[src/rtl/vmask_pkg.sv]
package vmask_pkg;
  typedef enum logic [2:0] {
    MM_DEFAULT = 3'd0, MM_FULL = 3'd1, MM_ALU = 3'd2, MM_MEM = 3'd3, MM_ALWAYS = 3'd4
  } mmode_e;

  typedef enum logic [2:0] {
    OP_NOP = 3'd0, OP_USE = 3'd1, OP_CMP = 3'd2, OP_COUNT = 3'd3,
    OP_SAVE = 3'd4, OP_RESTORE = 3'd5, OP_SETMODE = 3'd6
  } opkind_e;

  typedef enum logic [2:0] {
    REL_GT = 3'd0, REL_EQ = 3'd1, REL_LT = 3'd2, REL_GE = 3'd3,
    REL_UN = 3'd4, REL_LG = 3'd5, REL_NE = 3'd6, REL_LE = 3'd7
  } rel_e;
endpackage

[src/rtl/vmask_relsel.sv]
module vmask_relsel
  import vmask_pkg::*;
#(
  parameter int W = 16
) (
  input  rel_e         rel,
  input  logic [W-1:0] gt,
  input  logic [W-1:0] eq,
  input  logic [W-1:0] lt,
  input  logic [W-1:0] un,
  output logic [W-1:0] hit
);
  always_comb begin
    case (rel)
      REL_GT:  hit = gt;
      REL_EQ:  hit = eq;
      REL_LT:  hit = lt;
      REL_GE:  hit = gt | eq;
      REL_UN:  hit = un;
      REL_LG:  hit = gt | lt;
      REL_NE:  hit = ~eq;
      default: hit = lt | eq;
    endcase
  end
endmodule

[src/rtl/vmask_state.sv]
module vmask_state
  import vmask_pkg::*;
#(
  parameter int W     = 16,
  parameter int LEN_W = $clog2(W + 1)
) (
  input  logic             clk,
  input  logic             rst,
  input  logic             op_valid,
  input  opkind_e          op_kind,
  input  mmode_e           op_mode,
  input  logic             op_sticky,
  input  logic             rot_en,
  input  logic [LEN_W-1:0] rot_amt,
  input  logic [W-1:0]     cmp_hit,
  input  logic [W-1:0]     len_mask,
  input  logic             ld_valid,
  input  logic [W-1:0]     ld_data,
  output logic [W-1:0]     mask_q,
  output mmode_e           dflt_q
);
  logic [W-1:0] buf_q, rot_v, mask_nxt;
  logic [LEN_W-1:0] amt;
  logic do_cmp, do_restore, do_save, dflt_we, mode_ok;

  assign do_cmp     = op_valid && op_kind == OP_CMP;
  assign do_restore = op_valid && op_kind == OP_RESTORE;
  assign do_save    = op_valid && op_kind == OP_SAVE;
  assign mode_ok    = op_mode != MM_DEFAULT && op_mode <= MM_ALWAYS;
  assign dflt_we    = op_valid && mode_ok &&
                      (op_kind == OP_SETMODE || (op_kind == OP_USE && op_sticky));
  assign amt        = (rot_amt >= LEN_W'(W)) ? '0 : rot_amt;

  always_comb begin
    for (int i = 0; i < W; i++) rot_v[i] = mask_q[(i + int'(amt)) % W];
  end

  always_comb begin
    if (ld_valid)        mask_nxt = ld_data;
    else if (do_restore) mask_nxt = buf_q;
    else if (do_cmp)     mask_nxt = (cmp_hit & len_mask) | (mask_q & ~len_mask);
    else if (rot_en)     mask_nxt = rot_v;
    else                 mask_nxt = mask_q;
  end

  always_ff @(posedge clk) begin
    if (rst) begin
      mask_q <= '1;
      buf_q  <= '1;
      dflt_q <= MM_ALWAYS;
    end else begin
      mask_q <= mask_nxt;
      if (do_save) buf_q <= mask_q;
      if (dflt_we) dflt_q <= op_mode;
    end
  end


  load_take_chk: assert property (@(posedge clk) disable iff (rst)
    $past(ld_valid) |-> mask_q == $past(ld_data));

  restore_chk: assert property (@(posedge clk) disable iff (rst)
    $past(do_restore && !ld_valid) |-> mask_q == $past(buf_q));

  rot_keep_chk: assert property (@(posedge clk) disable iff (rst)
    $past(rot_en && !ld_valid && !do_restore && !do_cmp) |->
      $countones(mask_q) == $countones($past(mask_q)));

  cmp_upper_chk: assert property (@(posedge clk) disable iff (rst)
    $past(do_cmp && !ld_valid) |-> ((mask_q ^ $past(mask_q)) & ~$past(len_mask)) == '0);

  dflt_legal_chk: assert property (@(posedge clk) disable iff (rst)
    dflt_q != MM_DEFAULT && dflt_q <= MM_ALWAYS);
endmodule

[src/rtl/vmask_gate.sv]
module vmask_gate
  import vmask_pkg::*;
#(
  parameter int W     = 16,
  parameter int CNT_W = $clog2(W + 1)
) (
  input  logic             clk,
  input  logic             rst,
  input  logic             fire_use,
  input  logic             fire_cnt,
  input  logic [W-1:0]     mask_q,
  input  logic             invert,
  input  logic [W-1:0]     len_mask,
  input  mmode_e           mode,
  output logic             res_valid,
  output logic [W-1:0]     alu_en,
  output logic [W-1:0]     mem_en,
  output logic [W-1:0]     merge_sel,
  output logic [CNT_W-1:0] ones_cnt
);
  logic [W-1:0] eff, alu_d, mem_d;
  logic [CNT_W-1:0] cnt_d;
  logic res_use_q;

  assign eff = (mask_q ^ {W{invert}}) & len_mask;

  always_comb begin
    cnt_d = '0;
    for (int i = 0; i < W; i++) cnt_d = cnt_d + CNT_W'(eff[i]);
  end

  always_comb begin
    case (mode)
      MM_FULL: begin alu_d = eff;      mem_d = eff;      end
      MM_ALU:  begin alu_d = eff;      mem_d = len_mask; end
      MM_MEM:  begin alu_d = len_mask; mem_d = eff;      end
      default: begin alu_d = len_mask; mem_d = len_mask; end
    endcase
  end

  always_ff @(posedge clk) begin
    if (rst) begin
      res_valid <= 1'b0;
      res_use_q <= 1'b0;
      alu_en    <= '0;
      mem_en    <= '0;
      merge_sel <= '0;
      ones_cnt  <= '0;
    end else begin
      res_valid <= fire_use || fire_cnt;
      res_use_q <= fire_use;
      alu_en    <= fire_use ? alu_d : '0;
      mem_en    <= fire_use ? mem_d : '0;
      merge_sel <= fire_use ? eff : '0;
      ones_cnt  <= (fire_use || fire_cnt) ? cnt_d : '0;
    end
  end


  mode_nest_chk: assert property (@(posedge clk) disable iff (rst)
    res_valid |-> ((alu_en & ~mem_en) == '0 || (mem_en & ~alu_en) == '0));

  merge_inside_chk: assert property (@(posedge clk) disable iff (rst)
    (merge_sel & ~(alu_en | mem_en)) == '0);

  cnt_match_chk: assert property (@(posedge clk) disable iff (rst)
    res_use_q |-> ones_cnt == CNT_W'($countones(merge_sel)));

  idle_zero_chk: assert property (@(posedge clk) disable iff (rst)
    !res_valid |-> (alu_en == '0 && mem_en == '0 && ones_cnt == '0));
endmodule

[src/rtl/vmask_unit.sv]
module vmask_unit
  import vmask_pkg::*;
#(
  parameter int W     = 16,
  parameter int LEN_W = $clog2(W + 1)
) (
  input  logic             clk,
  input  logic             rst,
  input  logic             op_valid,
  input  logic [2:0]       op_kind,
  input  logic [2:0]       op_mode,
  input  logic             op_sticky,
  input  logic             op_invert,
  input  logic             op_rotate,
  input  logic             op_scalar,
  input  logic [LEN_W-1:0] op_vlen,
  input  logic [2:0]       cmp_rel,
  input  logic [W-1:0]     cmp_gt,
  input  logic [W-1:0]     cmp_eq,
  input  logic [W-1:0]     cmp_lt,
  input  logic [W-1:0]     cmp_un,
  input  logic             ld_valid,
  input  logic [W-1:0]     ld_data,
  output logic [W-1:0]     mask_out,
  output logic             res_valid,
  output logic [W-1:0]     alu_en,
  output logic [W-1:0]     mem_en,
  output logic [W-1:0]     merge_sel,
  output logic [LEN_W-1:0] ones_cnt
);
  opkind_e kind;
  mmode_e  mode_in, dflt, res_mode;
  logic [LEN_W-1:0] eff_len;
  logic [W-1:0] len_mask, hit;
  logic fire_use, fire_cnt;

  assign kind     = opkind_e'(op_kind);
  assign mode_in  = mmode_e'(op_mode);
  assign res_mode = (mode_in == MM_DEFAULT) ? dflt : mode_in;
  assign fire_use = op_valid && kind == OP_USE;
  assign fire_cnt = op_valid && kind == OP_COUNT;

  always_comb begin
    if (op_scalar)                 eff_len = LEN_W'(1);
    else if (op_vlen > LEN_W'(W))  eff_len = LEN_W'(W);
    else                           eff_len = op_vlen;
  end

  always_comb begin
    for (int i = 0; i < W; i++) len_mask[i] = LEN_W'(i) < eff_len;
  end

  vmask_relsel #(.W(W)) u_rel (
    .rel(rel_e'(cmp_rel)), .gt(cmp_gt), .eq(cmp_eq), .lt(cmp_lt), .un(cmp_un), .hit(hit)
  );

  vmask_state #(.W(W), .LEN_W(LEN_W)) u_state (
    .clk(clk), .rst(rst), .op_valid(op_valid), .op_kind(kind), .op_mode(mode_in),
    .op_sticky(op_sticky), .rot_en(fire_use && op_rotate), .rot_amt(eff_len),
    .cmp_hit(hit), .len_mask(len_mask), .ld_valid(ld_valid), .ld_data(ld_data),
    .mask_q(mask_out), .dflt_q(dflt)
  );

  vmask_gate #(.W(W), .CNT_W(LEN_W)) u_gate (
    .clk(clk), .rst(rst), .fire_use(fire_use), .fire_cnt(fire_cnt), .mask_q(mask_out),
    .invert(op_invert), .len_mask(len_mask), .mode(res_mode), .res_valid(res_valid),
    .alu_en(alu_en), .mem_en(mem_en), .merge_sel(merge_sel), .ones_cnt(ones_cnt)
  );
endmodule

[config.mk]
export PLATFORM = sky130hd
export DESIGN_NAME = vmask_unit
export DESIGN_NICKNAME = d
export VERILOG_FILES = /design/src/rtl/vmask_pkg.sv /design/src/rtl/vmask_relsel.sv /design/src/rtl/vmask_state.sv /design/src/rtl/vmask_gate.sv /design/src/rtl/vmask_unit.sv
export SDC_FILE = /design/constraint.sdc
export NUM_CORES = 1
export LEC_CHECK = 0
export CORE_MARGIN = 10
export CORE_UTILIZATION = 50
export CTS_BUF_LIST = sky130_fd_sc_hd__clkbuf_4 sky130_fd_sc_hd__clkbuf_8 sky130_fd_sc_hd__clkbuf_16
export DETAILED_ROUTE_END_ITERATION = 10
export DONT_BUFFER_PORTS = 1
export PLACE_DENSITY = 0.66
export SYNTH_ARGS = -nofsm -noshare
export SYNTH_HDL_FRONTEND = slang
export SYNTH_SLANG_ARGS = --single-unit
[constraint.sdc]
create_clock -name clk -period 6.9 [get_ports clk]
set_input_delay 1.38 -clock clk [delete_from_list [all_inputs] [get_ports clk]]
set_output_delay 1.38 -clock clk [all_outputs]
set_load 0.03 [all_outputs]
---- Yosys cells after proc, flatten, opt, wreduce, memory -nomap -nowiden ----
Cells that the tools add are included.
operators by class
  equal/unequal tests ..................... 15
  multiplexer cells ....................... 58
  reductions and logical operators ........ 35
  div/mod/pow operators ................... 0
  bitwise operators ....................... 27
  shift-type cells ........................ 0
  $add $sub $neg .......................... 30
  order comparisons ....................... 35
  multipliers ............................. 0
operators with widths
  kind                                                 number
  case mux 16 bit (7 select lines)                     1
  2-to-1 mux 16 bit                                    6
  < comparator 5 x 6 -> 1 bit, second input constant   15
  adder 5 x 1 -> 5 bit                                 14
  binary-select mux 1 bit (select 4 bit)               16
  bitwise OR 16 bit                                    4
  OR reduction 4 bit                                   15
  bitwise AND 16 bit                                   3
  < comparator 4 x 5 -> 1 bit, first input constant    8
  adder 4 bit, first input constant                    8
  NOT 16 bit                                           2
  2-to-1 mux 1 bit                                     31
  < comparator 3 x 5 -> 1 bit, first input constant    4
  equality test 3 x 2 -> 1 bit, second input constant  6
  equality test 3 bit, second input constant           6
  adder 3 x 4 -> 4 bit, first input constant           4
  bitwise XOR 16 bit                                   1
  bitwise AND 1 bit, first input constant              15
  logical AND 1 bit                                    10
  < comparator 1 x 5 -> 1 bit, first input constant    2
  < comparator 2 x 5 -> 1 bit, first input constant    2
  2-to-1 mux 5 bit                                     2
  equality test 3 x 1 -> 1 bit, second input constant  3
  adder 2 x 4 -> 4 bit, first input constant           2
  other kinds (14)                                     20
storage, ports and cells
  bits in registers ....................... 89
  logic and storage cells ................. 208
  input port bits ......................... 102
  bits in latches ......................... 0
  memories kept ........................... 0
  output and inout port bits .............. 70
  memory bits (writable) .................. 0
  memory bits (read-only) ................. 0

---- Depth between registers and ports, before layout ----
Gate-level depths: netlist of the first run.
  word-level depth ........................ 20
  gate-level depth with buffers ........... 19
  gate-level depth less buffers ........... 17

---- Hierarchy ----
Synthesis of the first run repeated with hierarchy kept, for this count alone.
unflattened totals
  cells, all modules ...................... 795
  area, all modules ....................... 6955.4 um2
modules (own cells, without submodules)
  module        cells an instance  seq. area each (um2)  area an instance (um2)  instances
  vmask_state   349                700.7                 3196.8                  1
  vmask_gate    209                1081.0                2145.8                  1
  vmask_relsel  184                0.0                   1308.8                  1
  vmask_unit    53                 0.0                   304.0                   1

---- Worst setup path after synthesis of the first run ----
Ideal clock, no wire load.
  path kind ............................... in2reg
  start point ............................. input op_invert
  end point ............................... register u_gate.ones_cnt[1]
  required time ........................... 6834 ps
  stages .................................. 15
  setup slack ............................. 1209 ps
  buffers on the path ..................... 2
  library setup time ...................... 66 ps
  data arrival time ....................... 5625 ps
  path through ............................ clkbuf_1 -> clkbuf_1 -> xnor2_1 -> nor2_1 -> ha_1 -> inv_1 -> fa_1 -> fa_1 -> fa_1 -> fa_1 -> inv_1 -> fa_1 -> inv_1 -> fa_1 -> nor2_1
on the way
  word-level cells in the longest chain between the ends .. 17
ends and longest elaborated chain
  what                                line              source
  start: declaration                  vmask_unit.sv:13  input logic op_invert,
  bitwise XOR 16 bit                  vmask_gate.sv:25  assign eff = (mask_q ^ {W{invert}}) & len_mask;
  bitwise AND 16 bit                  vmask_gate.sv:25
  via u_gate.eff[0]                   vmask_gate.sv:21  logic [W-1:0] eff, alu_d, mem_d;
  adder 1 x 1 -> 2 bit                vmask_gate.sv:29  for (int i = 0; i < W; i++) cnt_d = cnt_d + CNT_W'(eff[i]);
  adder 5 x 1 -> 5 bit (14 in a row)  vmask_gate.sv:29
  end signal: assignment              vmask_gate.sv:55  ones_cnt <= (fire_use || fire_cnt) ? cnt_d : '0;
  end: declaration                    vmask_gate.sv:19  output logic [CNT_W-1:0] ones_cnt
The timed path passes the listed nets, and every way through them passes these cells.
A chain may end at the register's enable or synchronous reset.

---- Worst setup path in the final report of the first run ----
  start point ............................. input op_vlen[4]
  end point ............................... register u_gate.ones_cnt[1]
on the way
  word-level cells in the longest chain between the ends .. 20
  elaborated cells on any way between the ends .. 35
  classes of those cells .................. add/sub: 15; order compare: 17; mux: 2; bitwise: 1
ends and longest elaborated chain
  what                                line              source
  start: declaration                  vmask_unit.sv:16  input logic [LEN_W-1:0] op_vlen,
  > comparator 5 bit                  vmask_unit.sv:45  else if (op_vlen > LEN_W'(W)) eff_len = LEN_W'(W);
  2-to-1 mux 5 bit (*)                vmask_unit.sv:45
  2-to-1 mux 5 bit (*)                vmask_unit.sv:44  if (op_scalar) eff_len = LEN_W'(1);
  < comparator 1 x 5 -> 1 bit         vmask_unit.sv:50  for (int i = 0; i < W; i++) len_mask[i] = LEN_W'(i) < eff_len;
  bitwise AND 16 bit (*)              vmask_gate.sv:25
  adder 1 x 1 -> 2 bit                vmask_gate.sv:29
  adder 5 x 1 -> 5 bit (13 in a row)  vmask_gate.sv:29
  adder 5 x 1 -> 5 bit (*)            vmask_gate.sv:29
Every way passes the cells marked *; elsewhere a longest branch is shown, timed or not.

==> flow_summary.json, run 1 <==
{
  "p_per_area_nw_per_um2": 211.6,
  "start_kind": "input pin",
  "ctsResizeCount": 0,
  "pre_cts_ws_ns": 1.277,
  "cts_setup_buffers": 0,
  "status": "completed",
  "syn-num-nets": 988,
  "rows": 43,
  "first_global_vias": 6401,
  "drtAntennaViolNets": 0,
  "setup_violations": 0,
  "finalSetupTns_ns": 0,
  "hold_violations": 0,
  "grt_overflow_total": 0,
  "synth_top_family_by_area": "compound AO/OA/AOI/OAI gates",
  "ys.flop_type": "dfxtp_1",
  "ctsHoldBuffers": 0,
  "crit_path_max_fanout": 20,
  "rsz0062_at_grt": "false",
  "gp_congestion": 0.9855,
  "switchingPower_w": 0.0005306,
  "required_ns": 7.19,
  "fin_crit_ns": 5.307,
  "cp_top_family": "adder cells",
  "endpoint_kind": "register",
  "synth_edf_count": 0,
  "seq_area_frac_synth": 0.2518,
  "crit_slowest_cell": "nor2_1",
  "ys_async_sr_fraction": 0,
  "syn2layout_area_growth_pct": 3.943,
  "routed_wl_mm": 25.79,
  "slew_headroom": 0.2828,
  "crit_top_cell": "fa_1",
  "hp-class": "register to register",
  "synth_area_per_cell_um2": 8.199,
  "max_freq_ghz": 0.1884,
  "tightest_slew_ns": 1.049,
  "slowest_delay_ns": 0.66,
  "synthAdderAreaFrac": 0.05128,
  "maxCapViolations": 0,
  "synth-xor-area-share": 0.03714,
  "die_w_um": 139.0,
  "skew_ns": 0.01147,
  "crit_buf_inv": 2,
  "clkLatencyLatePin_ns": 0.36,
  "numCtsBuffers": 9,
  "internal_power_w": 0.001026,
  "cts_buffer_depth": 2,
  "wl_per_cell_um": 26.13,
  "synth_mux_area_frac": 0.1370,
  "io-pin-count": 172,
  "yosysMostFrequentCell": "dfxtp_1",
  "p_comb_frac": 0.286,
  "grt_pass1_wl_mm": 39.07,
  "yosysTopAreaCellShare": 0.2518,
  "initial_core_util": 0.5097,
  "grt_antenna_before_repair": 0,
  "drc": 0,
  "p_leak_nw": 2.800,
  "drt_iter0_drc": 825,
  "drive_gt1_frac": 0.1041,
  "die_h_um": 139.0,
  "pwr-share-seq": 0.384,
  "worst_slack_ns": 1.593,
  "track_usage": 0.2516,
  "yosysTopAreaCell": "dfxtp_1",
  "path_cells": "nor2_1 > a21oi_1 > nand2_1 > fa_1 > fa_1 > fa_1 > fa_1 > inv_1 > fa_1 > inv_1 > fa_1 > nor2_1",
  "route.vias.total": 6706,
  "arrival_ns": 5.59,
  "synth_area_leaders": "dfxtp_1 (25%), mux2i_1 (6.2%), mux4_2 (5.4%)",
  "vdd_ir_drop_max_mv": 0.1809,
  "synth-seq-cells": 89,
  "clockRootBuffer": "clkbuf_16",
  "ys_warn_count": 0,
  "routed_via_density": 6.794,
  "cts_tree": "yes",
  "path_clk_slew_ns": 0.07,
  "maxSlewViolCount": 0,
  "postSynthCellCount": 863,
  "ys_top_cells_by_count": "dfxtp_1 (89), a21oi_1 (71), clkbuf_1 (65)",
  "dr.pass1.iters": 6,
  "critical_path_class": "input pin to register",
  "synth_cell_types": 73,
  "place.port_buffers": 0,
  "core_region_area_um2": 13880,
  "cts_sinks": 89,
  "synth_compound_area_frac": 0.2658,
  "diodes": 0,
  "die_area_um2": 19310,
  "place_hpwl_mm": 19.13,
  "power.share.clock": 0.330,
  "p_sw_frac": 0.3409,
  "syn_area_um2": 7076,
  "grt_max_degree": 49,
  "min_period_over_period": 0.7691,
  "totalPowerFinal_w": 0.001556,
  "htreeDepth": 3,
  "yosys.area_share.simple": 0.1813,
  "fin_nets": 927
}
logic make-up after synthesis:
| group | Yosys count |
|---|---|
| and+or+nand+nor | 250 |
| AOI/OAI and AO/OA | 274 |
| adders and majority gates | 23 |
| muxes | 74 |
| DFF | 89 |
| xor gates and xnor gates | 27 |
| buffers and inverters | 126 |
path summary, 6_finish.rpt:
check	start	to	slack, ns	depth (start not counted)
worst max-delay path	op_vlen[4]	u_gate.ones_cnt[1]$_SDFF_PP0_	1.59	12
worst min-delay path	u_state.dflt_q[1]$_SDFFE_PP0P_	u_state.dflt_q[1]$_SDFFE_PP0P_	0.52	2
worst max register to register	register	u_gate.ones_cnt[1]$_SDFF_PP0_	2.17	13
worst min register to register	u_state.dflt_q[1]$_SDFFE_PP0P_	u_state.dflt_q[1]$_SDFFE_PP0P_	0.52	2
tightest hold or removal path, cell delays in order (launching register included):
cell,delay [ns]
dfxtp_1,0.35
mux2i_1,0.07
nor2_1,0.07
cells in the final DEF (no fill, tap or decap), types with 7 or more instances in the layout:
cell type	synthesis	routed
nor2_1	61	61
mux2_2	13	13
mux4_2	17	17
nand2b_1	18	18
nand2_1	64	64
xnor2_1	19	19
a211o_1	18	18
o221a_2	8	8
a31oi_1	9	9
nor3b_1	7	7
nand3b_1	8	8
o211ai_1	15	15
clkbuf_16	0	9
nor3_1	12	12
a22oi_1	21	21
a211oi_1	11	11
nor2b_1	26	26
nand3_1	10	10
ha_1	13	13
a22o_1	11	11
dfxtp_1	89	89
o31ai_1	8	7
fa_1	10	10
o21ai_0	41	41
and2_1	7	7
inv_1	40	40
a21oi_1	71	71
o2111ai_1	8	8
mux2i_1	44	44
or3_1	11	11
a21o_1	10	10
buf_4	2	11
stage by stage:
step	hold slack [ns]	area (µm²)	std cells	util
finish	0.5249	7355	987	0.5298
detailed placement	0.5134	7042	971	0.5073
CTS	0.5344	7355	987	0.5298
floorplan	0.4817	7076	863	-
global route	0.5687	7355	987	0.5298
global placement	0.5115	7042	971	0.5073
layout make-up:
| type | count | area [µm²] |
|---|---|---|
| multi-input combinational | 648 | 4778 |
| timing repair buffer | 11 | 82.58 |
| fill | 1327 | 6526 |
| clock inverter | 6 | 73.82 |
| tap | 180 | 225.2 |
| inverter | 43 | 173.9 |
| clock buffer | 10 | 239.0 |
| sequential | 89 | 1782 |
per-layer routing:
layer  global-route usage  vias up  share of wire
met4               0.1043        0          0.038
li1                     -     3033              -
met2               0.4012      412           0.46
met1               0.3040     3189           0.39
met5                    0        -              0
met3              0.08288       72           0.11
power by group through the flow:
stage | clock, W | sequential [W] | combinational [W]
CTS | 0.000522 | 0.000594 | 0.000443
global route | 0.000540 | 0.000597 | 0.000489
global placement | 0 | 0.000607 | 0.000421
floorplan | 0 | 0.000577 | 0.000378
finish | 0.000514 | 0.000597 | 0.000446
detailed placement | 0 | 0.000606 | 0.000440
(Power assumes the default switching activity.)
==> run 2: changes to the inputs <==
ABC_AREA = 1   (was not set)
PLACE_DENSITY = 0.69   (was 0.66)
clock period = 4.3 ns   (was 6.9 ns; I/O delays follow)
==> flow_summary.json, run 2 <==
{
  "diodes": 0,
  "synth_cell_types": 40,
  "hp-class": "register to register",
  "numCtsBuffers": 9,
  "maxCapViolations": 0,
  "grt_max_degree": 32,
  "syn_area_um2": 6053,
  "crit_slowest_cell": "fa_1",
  "drc": 0,
  "route.vias.total": 7010,
  "hold_path_depth": 2,
  "critical_path_class": "input pin to register",
  "final_common_cell": "nand2_1",
  "cp_top_family": "adder cells",
  "seq_area_frac_synth": 0.2943,
  "synth_area_per_cell_um2": 6.385,
  "gp_congestion": 0.9736,
  "hold_violations": 0,
  "p_leak_nw": 3.737,
  "io-pin-count": 172,
  "ctsHoldBuffers": 0,
  "cts_tree": "yes",
  "routed_via_density": 5.789,
  "met2_length_mm": 10.87,
  "vdd_ir_drop_max_mv": 0.2005,
  "start_kind": "input pin",
  "synth_area_leaders": "dfxtp_1 (29%), nand2_1 (14%), nand3_1 (13%)",
  "fin_nets": 1184,
  "final_cell_count_no_fill": 1211,
  "cts_buffer_depth": 2,
  "violations": "negative setup slack",
  "r2r_cells": 29,
  "drtAntennaViolNets": 0,
  "wirelength_met1_mm": 9.426,
  "layout_common_cells": "nand2_1 (228), nand3_1 (159), buf_4 (131)",
  "yosysTopAreaCell": "dfxtp_1",
  "stdcell_area_um2": 7477,
  "track_usage": 0.2760,
  "crit_buf_inv": 6,
  "required_ns": 4.58,
  "tightest_slew_ns": 1.096,
  "status": "finished, violations left",
  "ys_warn_count": 0,
  "postLayoutCoreUtil": 0.6277,
  "cts_sinks": 89,
  "postSynthCellCount": 948,
  "worst_slack_ns": -0.1542,
  "arrival_ns": 4.74,
  "min_period_over_period": 1.036,
  "syn-num-nets": 1073,
  "core_region_area_um2": 11910,
  "top_layer": "met4",
  "synth-seq-cells": 89,
  "hold_ws_ns": 0.4529,
  "synth_edf_count": 0,
  "grt_overflow_total": 0,
  "ys_async_sr_fraction": 0,
  "path_clk_slew_ns": 0.07,
  "grt_antenna_before_repair": 0,
  "dr.pass1.iters": 5,
  "die_h_um": 130.0,
  "place.port_buffers": 0,
  "setup_violations": 5,
  "place_hpwl_mm": 17.79,
  "maxSlewViolCount": 0,
  "routed_wl_mm": 23.77,
  "first_global_vias": 6671,
  "ys_top_cells_by_count": "nand2_1 (230), nand3_1 (159), inv_1 (111)",
  "drive_gt1_frac": 0.1927,
  "ys.flop_type": "dfxtp_1",
  "yosysMostFrequentCell": "nand2_1",
  "crit_path_max_fanout": 7,
  "yosysTopAreaCellShare": 0.2943,
  "pre_cts_ws_ns": -0.4744,
  "htreeDepth": 3,
  "max_freq_ghz": 0.2245,
  "p_per_area_nw_per_um2": 349.1,
  "place_area_um2": 6748,
  "crit_top_cell": "fa_1",
  "r2r_slack_ns": 0.16,
  "rsz0062_at_grt": "true",
  "initial_core_util": 0.5082,
  "endpoint_kind": "register",
  "die_w_um": 130.0,
  "place_inst": 1144,
  "slowest_delay_ns": 0.51,
  "slew_headroom": 0.2667,
  "fin_crit_ns": 4.454,
  "path_cells": "inv_16 > nand3_4 > clkinv_4 > nor2_4 > nand2_2 > inv_2 > nand2_4 > nor2_4 > nor2_2 > ha_4 > inv_2 > fa_1 > fa_1 > fa_1 > fa_1 > inv_1 > fa_2 > inv_2 > fa_2 > nor2_1",
  "rows": 40,
  "grt_pass1_wl_mm": 36.23,
  "drt_iter0_drc": 730,
  "clockRootBuffer": "clkbuf_16",
  "die_area_um2": 16910,
  "wl_per_cell_um": 19.63,
  "cp_num_cells": 20,
  "wl_met3_mm": 2.250,
  "skew_ns": 0.007218,
  "syn2layout_area_growth_pct": 23.52,
  "clkLatencyLatePin_ns": 0.34
}
-- run 2: cell count changes after synthesis, moves of 13 or more --
cell	delta
nand3_1	+149
a211o_1	-18
a21oi_1	-18
nor2_1	+35
nand2_1	+166
mux4_2	-17
inv_1	+71
mux2_2	-13
nand2b_1	-18
a22oi_1	-20
clkbuf_1	-48
mux2i_1	-44
nor2b_1	-26
-- run 2: path summary, 6_finish.rpt --
check                                 start                              to
max                               op_scalar   u_gate.ones_cnt[1]$_SDFF_PP0_
min          u_state.dflt_q[0]$_SDFFE_PP0P_  u_state.dflt_q[0]$_SDFFE_PP0P_
min reg2reg  u_state.dflt_q[0]$_SDFFE_PP0P_  u_state.dflt_q[0]$_SDFFE_PP0P_
max reg2reg                        register  u_gate.merge_sel[1]$_SDFF_PP0_
-- run 2: layout make-up --
type,count,area (µm²)
fillers,1102,4434
multi-input cells,704,3721
flip-flops and latches,89,1782
repair buffers,135,1028
inverters,120,481.7
clock buffers,10,232.7
well taps,147,183.9
clock inverters,6,47.55
-- run 2: logic make-up after synthesis --
| group | Yosys count | synth area share |
|---|---|---|
| and+or+nand+nor | 521 | 0.3787 |
| buffers and inverters | 155 | 0.1033 |
| AOI/OAI and AO/OA | 141 | 0.1362 |
| DFF | 89 | 0.2943 |
| adders and majority gates | 23 | 0.05994 |
| xor gates and xnor gates | 19 | 0.02749 |
-- run 2: through the flow --
stage               power [W]   TNS, ns
floorplan            0.001477    -1.997
global placement     0.001739    -1.714
detailed placement   0.001756    -1.887
CTS                  0.002584  -0.08758
global route         0.002755    -1.159
finish               0.002610   -0.5299
-- run 2: timing repair --
| item | 4_1_cts | 5_1_grt |
|---|---|---|
| setup buffers | 54 | 2 |
| resized for setup | 10 | 10 |
| pin swaps | 6 | 7 |
| endpoints found under the setup margin | 4 | 10 |
| endpoints found under the hold margin | 0 | 0 |
-- run 2: worst reg2reg max path, delay by kind of cell, from the launching register on --
kind	cells	cell delay, ns
xor gates and xnor gates	1	0.33
DFF	1	0.40
buffers and inverters	26	3.17
and+or+nand+nor	2	0.18
-- run 2: where the power goes --
group,switching [W],internal (W),leakage [nW],total (W)
combinational,0.000556,0.000400,2.88,0.000956
clock,0.000342,0.000405,0.138,0.000747
sequential,0.0000524,0.000854,0.724,0.000907
-- run 2: routing by layer --
metal,global-route usage,vias up
met1,0.3307,3168
li1,-,3311
met2,0.4429,440
met3,0.06410,91
met4,0.1627,0
met5,0,-
